File: src/rtl/irq_router_pkg.sv
package irq_router_pkg;

   typedef enum logic [0:0] {
      PRESET_ALL_OFF     = 1'b0,
      PRESET_SPLIT_10_11 = 1'b1
   } preset_e;

   localparam int unsigned ROUTE_OFF_VAL = 'h80;

   function automatic int unsigned route_preset(preset_e p, int unsigned line);
      if (p == PRESET_SPLIT_10_11)
         return (line < 2) ? 10 : 11;
      return ROUTE_OFF_VAL;
   endfunction

endpackage

File: src/rtl/irq_swizzle.sv
module irq_swizzle #(
   parameter int unsigned SLOT_W     = 5,
   parameter int unsigned PIN_W      = 2,
   parameter int unsigned NUM_SHARED = 4,
   localparam int unsigned LINE_W    = $clog2(NUM_SHARED),
   localparam int unsigned SUM_W     = SLOT_W + 2
) (
   input  logic [SLOT_W-1:0] slot_i,
   input  logic [PIN_W-1:0]  pin_i,
   output logic [LINE_W-1:0] line_o
);

   logic [SUM_W-1:0] sum;

   // adding NUM_SHARED-1 is the same as subtracting one modulo NUM_SHARED
   always_comb begin
      sum    = SUM_W'(slot_i) + SUM_W'(pin_i) + SUM_W'(NUM_SHARED - 1);
      line_o = LINE_W'(sum % SUM_W'(NUM_SHARED));
   end

endmodule

File: src/rtl/irq_level_store.sv
module irq_level_store #(
   parameter int unsigned NUM_SHARED = 4,
   localparam int unsigned LINE_W    = $clog2(NUM_SHARED)
) (
   input  logic                  clk,
   input  logic                  rst_n,
   input  logic                  upd_en,
   input  logic [LINE_W-1:0]     upd_line,
   input  logic                  upd_level,
   output logic [NUM_SHARED-1:0] levels_o
);

   for (genvar i = 0; i < NUM_SHARED; i++) begin : g_line
      localparam logic [LINE_W-1:0] MY_LINE = LINE_W'(i);
      logic hit;
      assign hit = upd_en && (upd_line == MY_LINE);

      always_ff @(posedge clk) begin
         if (!rst_n)
            levels_o[i] <= 1'b0;
         else if (hit)
            levels_o[i] <= upd_level;
      end

      // selected line takes the new level
      p_level_update_r2: assert property (@(posedge clk) disable iff (!rst_n)
         (upd_en && upd_line == MY_LINE) |=> (levels_o[i] == $past(upd_level)));
      // unselected line holds
      p_level_hold_r2: assert property (@(posedge clk) disable iff (!rst_n)
         !(upd_en && upd_line == MY_LINE) |=> $stable(levels_o[i]));
   end

   // levels leave reset cleared
   p_reset_levels_r3: assert property (@(posedge clk) disable iff (!rst_n)
      $rose(rst_n) |-> (levels_o == '0));

endmodule

File: src/rtl/irq_route_regs.sv
module irq_route_regs
   import irq_router_pkg::*;
#(
   parameter int unsigned NUM_SHARED = 4,
   parameter int unsigned ADDR_W     = 8,
   parameter int unsigned ROUTE_W    = 8,
   parameter int unsigned ROUTE_BASE = 'h60,
   parameter preset_e     PRESET     = PRESET_ALL_OFF
) (
   input  logic                                 clk,
   input  logic                                 rst_n,
   input  logic                                 wr_en,
   input  logic [ADDR_W-1:0]                    addr,
   input  logic [ROUTE_W-1:0]                   wdata,
   output logic [NUM_SHARED-1:0][ROUTE_W-1:0]   routes_o
);

   for (genvar i = 0; i < NUM_SHARED; i++) begin : g_reg
      localparam logic [ADDR_W-1:0]  MY_ADDR   = ADDR_W'(ROUTE_BASE + i);
      localparam logic [ROUTE_W-1:0] RESET_VAL = ROUTE_W'(route_preset(PRESET, i));
      logic sel;
      assign sel = wr_en && (addr == MY_ADDR);

      always_ff @(posedge clk) begin
         if (!rst_n)
            routes_o[i] <= RESET_VAL;
         else if (sel)
            routes_o[i] <= wdata;
      end

      // a write to this register's address loads it
      p_route_write_r4: assert property (@(posedge clk) disable iff (!rst_n)
         (wr_en && addr == MY_ADDR) |=> (routes_o[i] == $past(wdata)));
      // any other cycle leaves it alone
      p_route_hold_r4: assert property (@(posedge clk) disable iff (!rst_n)
         !(wr_en && addr == MY_ADDR) |=> $stable(routes_o[i]));
      // register leaves reset at its preset
      p_route_preset_r8: assert property (@(posedge clk) disable iff (!rst_n)
         $rose(rst_n) |-> (routes_o[i] == RESET_VAL));
   end

endmodule

File: src/rtl/irq_route_mux.sv
module irq_route_mux #(
   parameter int unsigned NUM_SHARED = 4,
   parameter int unsigned NUM_IRQ    = 16,
   parameter int unsigned ROUTE_W    = 8
) (
   input  logic [NUM_SHARED-1:0]               levels_i,
   input  logic [NUM_SHARED-1:0][ROUTE_W-1:0]  routes_i,
   output logic [NUM_IRQ-1:0]                  irq_o
);

   for (genvar k = 0; k < NUM_IRQ; k++) begin : g_irq
      localparam logic [ROUTE_W-1:0] MY_IRQ = ROUTE_W'(k);
      logic [NUM_SHARED-1:0] hit;
      for (genvar j = 0; j < NUM_SHARED; j++) begin : g_src
         // values at or above NUM_IRQ never equal any MY_IRQ, so they route nowhere
         assign hit[j] = levels_i[j] && (routes_i[j] == MY_IRQ);
      end
      assign irq_o[k] = |hit;
   end

endmodule

File: src/rtl/irq_swizzle_router.sv
module irq_swizzle_router
   import irq_router_pkg::*;
#(
   parameter int unsigned NUM_SHARED = 4,
   parameter int unsigned NUM_IRQ    = 16,
   parameter int unsigned SLOT_W     = 5,
   parameter int unsigned PIN_W      = 2,
   parameter int unsigned ADDR_W     = 8,
   parameter int unsigned ROUTE_W    = 8,
   parameter int unsigned ROUTE_BASE = 'h60,
   parameter preset_e     PRESET     = PRESET_ALL_OFF,
   localparam int unsigned LINE_W    = $clog2(NUM_SHARED)
) (
   input  logic               clk,
   input  logic               rst_n,
   input  logic               req_valid,
   input  logic [SLOT_W-1:0]  req_slot,
   input  logic [PIN_W-1:0]   req_pin,
   input  logic               req_level,
   input  logic               cfg_wr_en,
   input  logic [ADDR_W-1:0]  cfg_addr,
   input  logic [ROUTE_W-1:0] cfg_wr_data,
   output logic [NUM_IRQ-1:0] irq_out
);

   // elaboration-time parameter checks
   if (NUM_SHARED != (1 << PIN_W)) begin : g_chk_pins
      $error("NUM_SHARED must equal the number of device pins");
   end
   if (ROUTE_W < 8) begin : g_chk_route_w
      $error("ROUTE_W must hold the disabled preset value");
   end
   if (NUM_IRQ > (1 << ROUTE_W)) begin : g_chk_irq
      $error("NUM_IRQ not addressable by ROUTE_W");
   end
   if (ROUTE_BASE + NUM_SHARED > (1 << ADDR_W)) begin : g_chk_addr
      $error("route registers exceed address space");
   end

   logic [LINE_W-1:0]                  line_sel;
   logic [NUM_SHARED-1:0]              levels;
   logic [NUM_SHARED-1:0][ROUTE_W-1:0] routes;

   irq_swizzle #(
      .SLOT_W    (SLOT_W),
      .PIN_W     (PIN_W),
      .NUM_SHARED(NUM_SHARED)
   ) swz_i (
      .slot_i(req_slot),
      .pin_i (req_pin),
      .line_o(line_sel)
   );

   irq_level_store #(
      .NUM_SHARED(NUM_SHARED)
   ) lvl_i (
      .clk      (clk),
      .rst_n    (rst_n),
      .upd_en   (req_valid),
      .upd_line (line_sel),
      .upd_level(req_level),
      .levels_o (levels)
   );

   irq_route_regs #(
      .NUM_SHARED(NUM_SHARED),
      .ADDR_W    (ADDR_W),
      .ROUTE_W   (ROUTE_W),
      .ROUTE_BASE(ROUTE_BASE),
      .PRESET    (PRESET)
   ) rte_i (
      .clk     (clk),
      .rst_n   (rst_n),
      .wr_en   (cfg_wr_en),
      .addr    (cfg_addr),
      .wdata   (cfg_wr_data),
      .routes_o(routes)
   );

   irq_route_mux #(
      .NUM_SHARED(NUM_SHARED),
      .NUM_IRQ   (NUM_IRQ),
      .ROUTE_W   (ROUTE_W)
   ) mux_i (
      .levels_i(levels),
      .routes_i(routes),
      .irq_o   (irq_out)
   );

   logic all_unrouted;
   always_comb begin
      all_unrouted = 1'b1;
      for (int j = 0; j < NUM_SHARED; j++)
         if (routes[j] < ROUTE_W'(NUM_IRQ)) all_unrouted = 1'b0;
   end

   // nothing routed means no IRQ output can be active
   p_unrouted_quiet_r5: assert property (@(posedge clk) disable iff (!rst_n)
      all_unrouted |-> (irq_out == '0));
   // no stored level means no IRQ output
   p_idle_quiet_r6: assert property (@(posedge clk) disable iff (!rst_n)
      (levels == '0) |-> (irq_out == '0));
   // the number of active IRQs never exceeds the number of active lines
   p_irq_count_r6: assert property (@(posedge clk) disable iff (!rst_n)
      ($countones(irq_out) <= $countones(levels)));

endmodule

File: config.mk
export PLATFORM = sky130hd
export DESIGN_NAME = irq_swizzle_router
export DESIGN_NICKNAME = d
export VERILOG_FILES = /design/src/rtl/irq_router_pkg.sv /design/src/rtl/irq_swizzle.sv /design/src/rtl/irq_level_store.sv /design/src/rtl/irq_route_regs.sv /design/src/rtl/irq_route_mux.sv /design/src/rtl/irq_swizzle_router.sv
export SDC_FILE = /design/constraint.sdc
export NUM_CORES = 1
export LEC_CHECK = 0
export ABC_AREA = 1
export BUFFER_PORTS_ARGS = -buffer_cell sky130_fd_sc_hd__buf_2
export CORE_ASPECT_RATIO = 0.6
export CORE_UTILIZATION = 29
export CTS_CLUSTER_DIAMETER = 40
export DETAILED_ROUTE_END_ITERATION = 8
export GPL_TIMING_DRIVEN = 0
export SLEW_MARGIN = 20
export SYNTH_ARGS = -nofsm -noshare
export SYNTH_HDL_FRONTEND = slang
export SYNTH_HIERARCHICAL = 1
export SYNTH_SLANG_ARGS = --single-unit
File: constraint.sdc
create_clock -name clk -period 0.9 [get_ports clk]
set_input_delay 0.135 -clock clk [delete_from_list [all_inputs] [get_ports clk]]
set_output_delay 0.135 -clock clk [all_outputs]
set_load 0.02 [all_outputs]
==> run summary <==
Port Buffers - 40
TritonCTS Buffers - 5
clock buffer depth - 2
share of cells above drive strength 1 - 0.3827
clock skew - 0 ns
slowest stage delay, CP - 0.33 ns
Pre-antenna DRT Iters - 4
largest net degree at the start of global routing - 12
Final min period - 1.519 ns
CP Launch Point - rte_i/routes_o[23]
worst path required time - 0.76 ns
CTS H-Tree Depth - 2
average size of a mapped cell - 5.555 um2
failing checks - setup timing
GRT overflow - 0
first-pass GRT wire length - 13.36 mm
cells after synthesis - 480
Die W - 125.8 um
Total GRT Usage - 0.1765
max_slew headroom - 0.6700
WS Path Type - reg2out
vias in the first global route - 2815
CP Capture Type - output pin
FMAX - 658.4 MHz
#FFs+latches synth - 36
initial antenna violation count - 0
worst r2r src - lvl_i/levels_o[2]
CP max FO - 6
Clock Sinks - 36
Pleak - 1.648 nW
routed vias - 3065
DR vias/cell - 4.752
DR DRC count - 0
Slew Viols, Final - 0
crit start category - flop
share of the yosys chip area belonging to registers - 0.2703
post-synthesis cell area - 0.002666 mm2
Crit-path slowest cell - dfxtp_2
row count - 26
Final ANT Viol Nets - 0
Yosys cell types - 19
Layout area overhead - 42.19%
Root Driver - clkbuf_16
post-DP HPWL - 6.328 mm
Power Density - 1040 mW/mm2
Worst Hold Class - in2reg
Fillers - 890
syn nets - 509
die area - 0.009595 mm2
Worst EP arrival - 1.38 ns
Final Cycle Share - 1.688
CTS tree - built
RePlAce Congestion - 0.8813
Die Y-Extent - 76.28 um
worst slew pin tran - 0.4951 ns
synth warn - 6
WL per Instance - 12.82 um
routed wire length - 8.268 mm
endpoints failing hold - 0
min-delay src - req_level
status - finished with violations
worst-path cell chain - nor2_4, nand2_4, inv_4, nand3_1, nand2_1, inv_1, nand2_2, buf_4
PnR worst setup slack - -0.6189 ns
Initial Util - 0.3058
commonest non-fill, non-tap cell in the layout - nor2_1
Max VDD drop - 0.0007714 V
initial DRC count - 160
RSZ-0062 raised after global routing - yes
most frequent cells in the layout - nor2_1 (98), nand2_1 (92), inv_1 (64)
Max-cap violations - 0
Final setup violation count - 16
TNS Setup - -9.477 ns
Clock transition at path regs - 0.05 ns
later-pin clock latency in the skew report - 0.27 ns
IO Pins - 44
NumNets Final - 561
fin util - 0.4348
n_diodes - 0
total core area - 0.008718 mm2
==> flip-flops by register name (all words and copies together) (netlist names) <==
| name | flops |
|---|---|
| rte_i/routes_o | 32 |
| lvl_i/levels_o | 4 |
==> logic make-up (layout without fill, tap and decap cells) <==
group                      Yosys count  count (layout)  share of synthesized area
AOI/OAI and AO/OA                    5               5                   0.009384
adders and majority gates            1               1                   0.004692
buffers and inverters               80             131                     0.1154
DFF                                 36              36                     0.2703
and+or+nand+nor                    358             360                     0.6002
==> cells in the mapped netlist (all sizes together) <==
cell | n | share of area
buf | 3 | 0.0070
inv | 76 | 0.11
clkbuf | 1 | 0.0014
nand3 | 76 | 0.15
a21oi | 1 | 0.0019
nand2 | 125 | 0.18
ha | 1 | 0.0047
o21ai | 4 | 0.0075
dfxtp | 36 | 0.27
nand3b | 1 | 0.0042
nor3 | 21 | 0.039
nor2 | 135 | 0.22
==> routing by layer <==
metal	wire length, um	track usage	vias to the layer above
met5	0	0	-
met4	68	0.02048	0
met3	676	0.04424	7
met2	3553	0.2728	93
met1	3970	0.2524	1382
li1	-	-	1583
==> report_power, final <==
part / internal [W] / total [W] / switching [W]
Sequential: 0.00160 / 0.00164 / 0.0000422
Combinational: 0.000119 / 0.000364 / 0.000244
Clock: 0.00130 / 0.00194 / 0.000636
==> per-stage QoR <==
step	std cells	power (W)	worst slack, ns	cell area, um2	hold WS, ns
global route	645	0.004117	-0.7110	3791	0.1411
CTS	641	0.003968	-0.6219	3602	0.1277
global placement	632	0.002008	-0.4755	3158	0.4163
floorplan	480	0.001878	-0.1250	2818	0.2480
detailed placement	632	0.002021	-0.4722	3158	0.4192
finish	645	0.003941	-0.6189	3791	0.1344
==> timing repair <==
| item | CTS | global route |
|---|---|---|
| buffers inserted | 0 | 3 |
| gates resized for setup | 81 | 49 |
| cloned | 1 | 1 |
| hold buffers | 0 | 0 |
| endpoints found under the setup margin | 16 | 43 |
| pin swaps | 13 | 16 |
==> area by class of cell <==
class | count | area (um2) | area share
repair buffers | 43 | 301.5 | 0.07954
clock buffers | 6 | 128.9 | 0.03399
inverters | 76 | 299.0 | 0.07888
well taps | 112 | 140.1 | 0.03696
clock inverters | 2 | 35.03 | 0.009241
multi-input cells | 366 | 2087 | 0.5505
plain buffers | 4 | 26.28 | 0.006931
flip-flops and latches | 36 | 773.2 | 0.2040
==> critical path: cells and delay by family, from the launching register on <==
kind,cells,cell delay [ns]
simple gates,5,0.51
buf+inv,3,0.27
flops,1,0.33
==> worst paths after layout <==
check / to / slack [ns] / cells past startpoint
max: irq_out[0] / -0.62 / 8
min: lvl_i/levels_o[2] / 0.13 / 3
max reg2reg: lvl_i/levels_o[2] / 0.18 / 4
min reg2reg: rte_i/routes_o[30] / 0.50 / 2
Note: power is estimated with default switching activity, not from simulation.
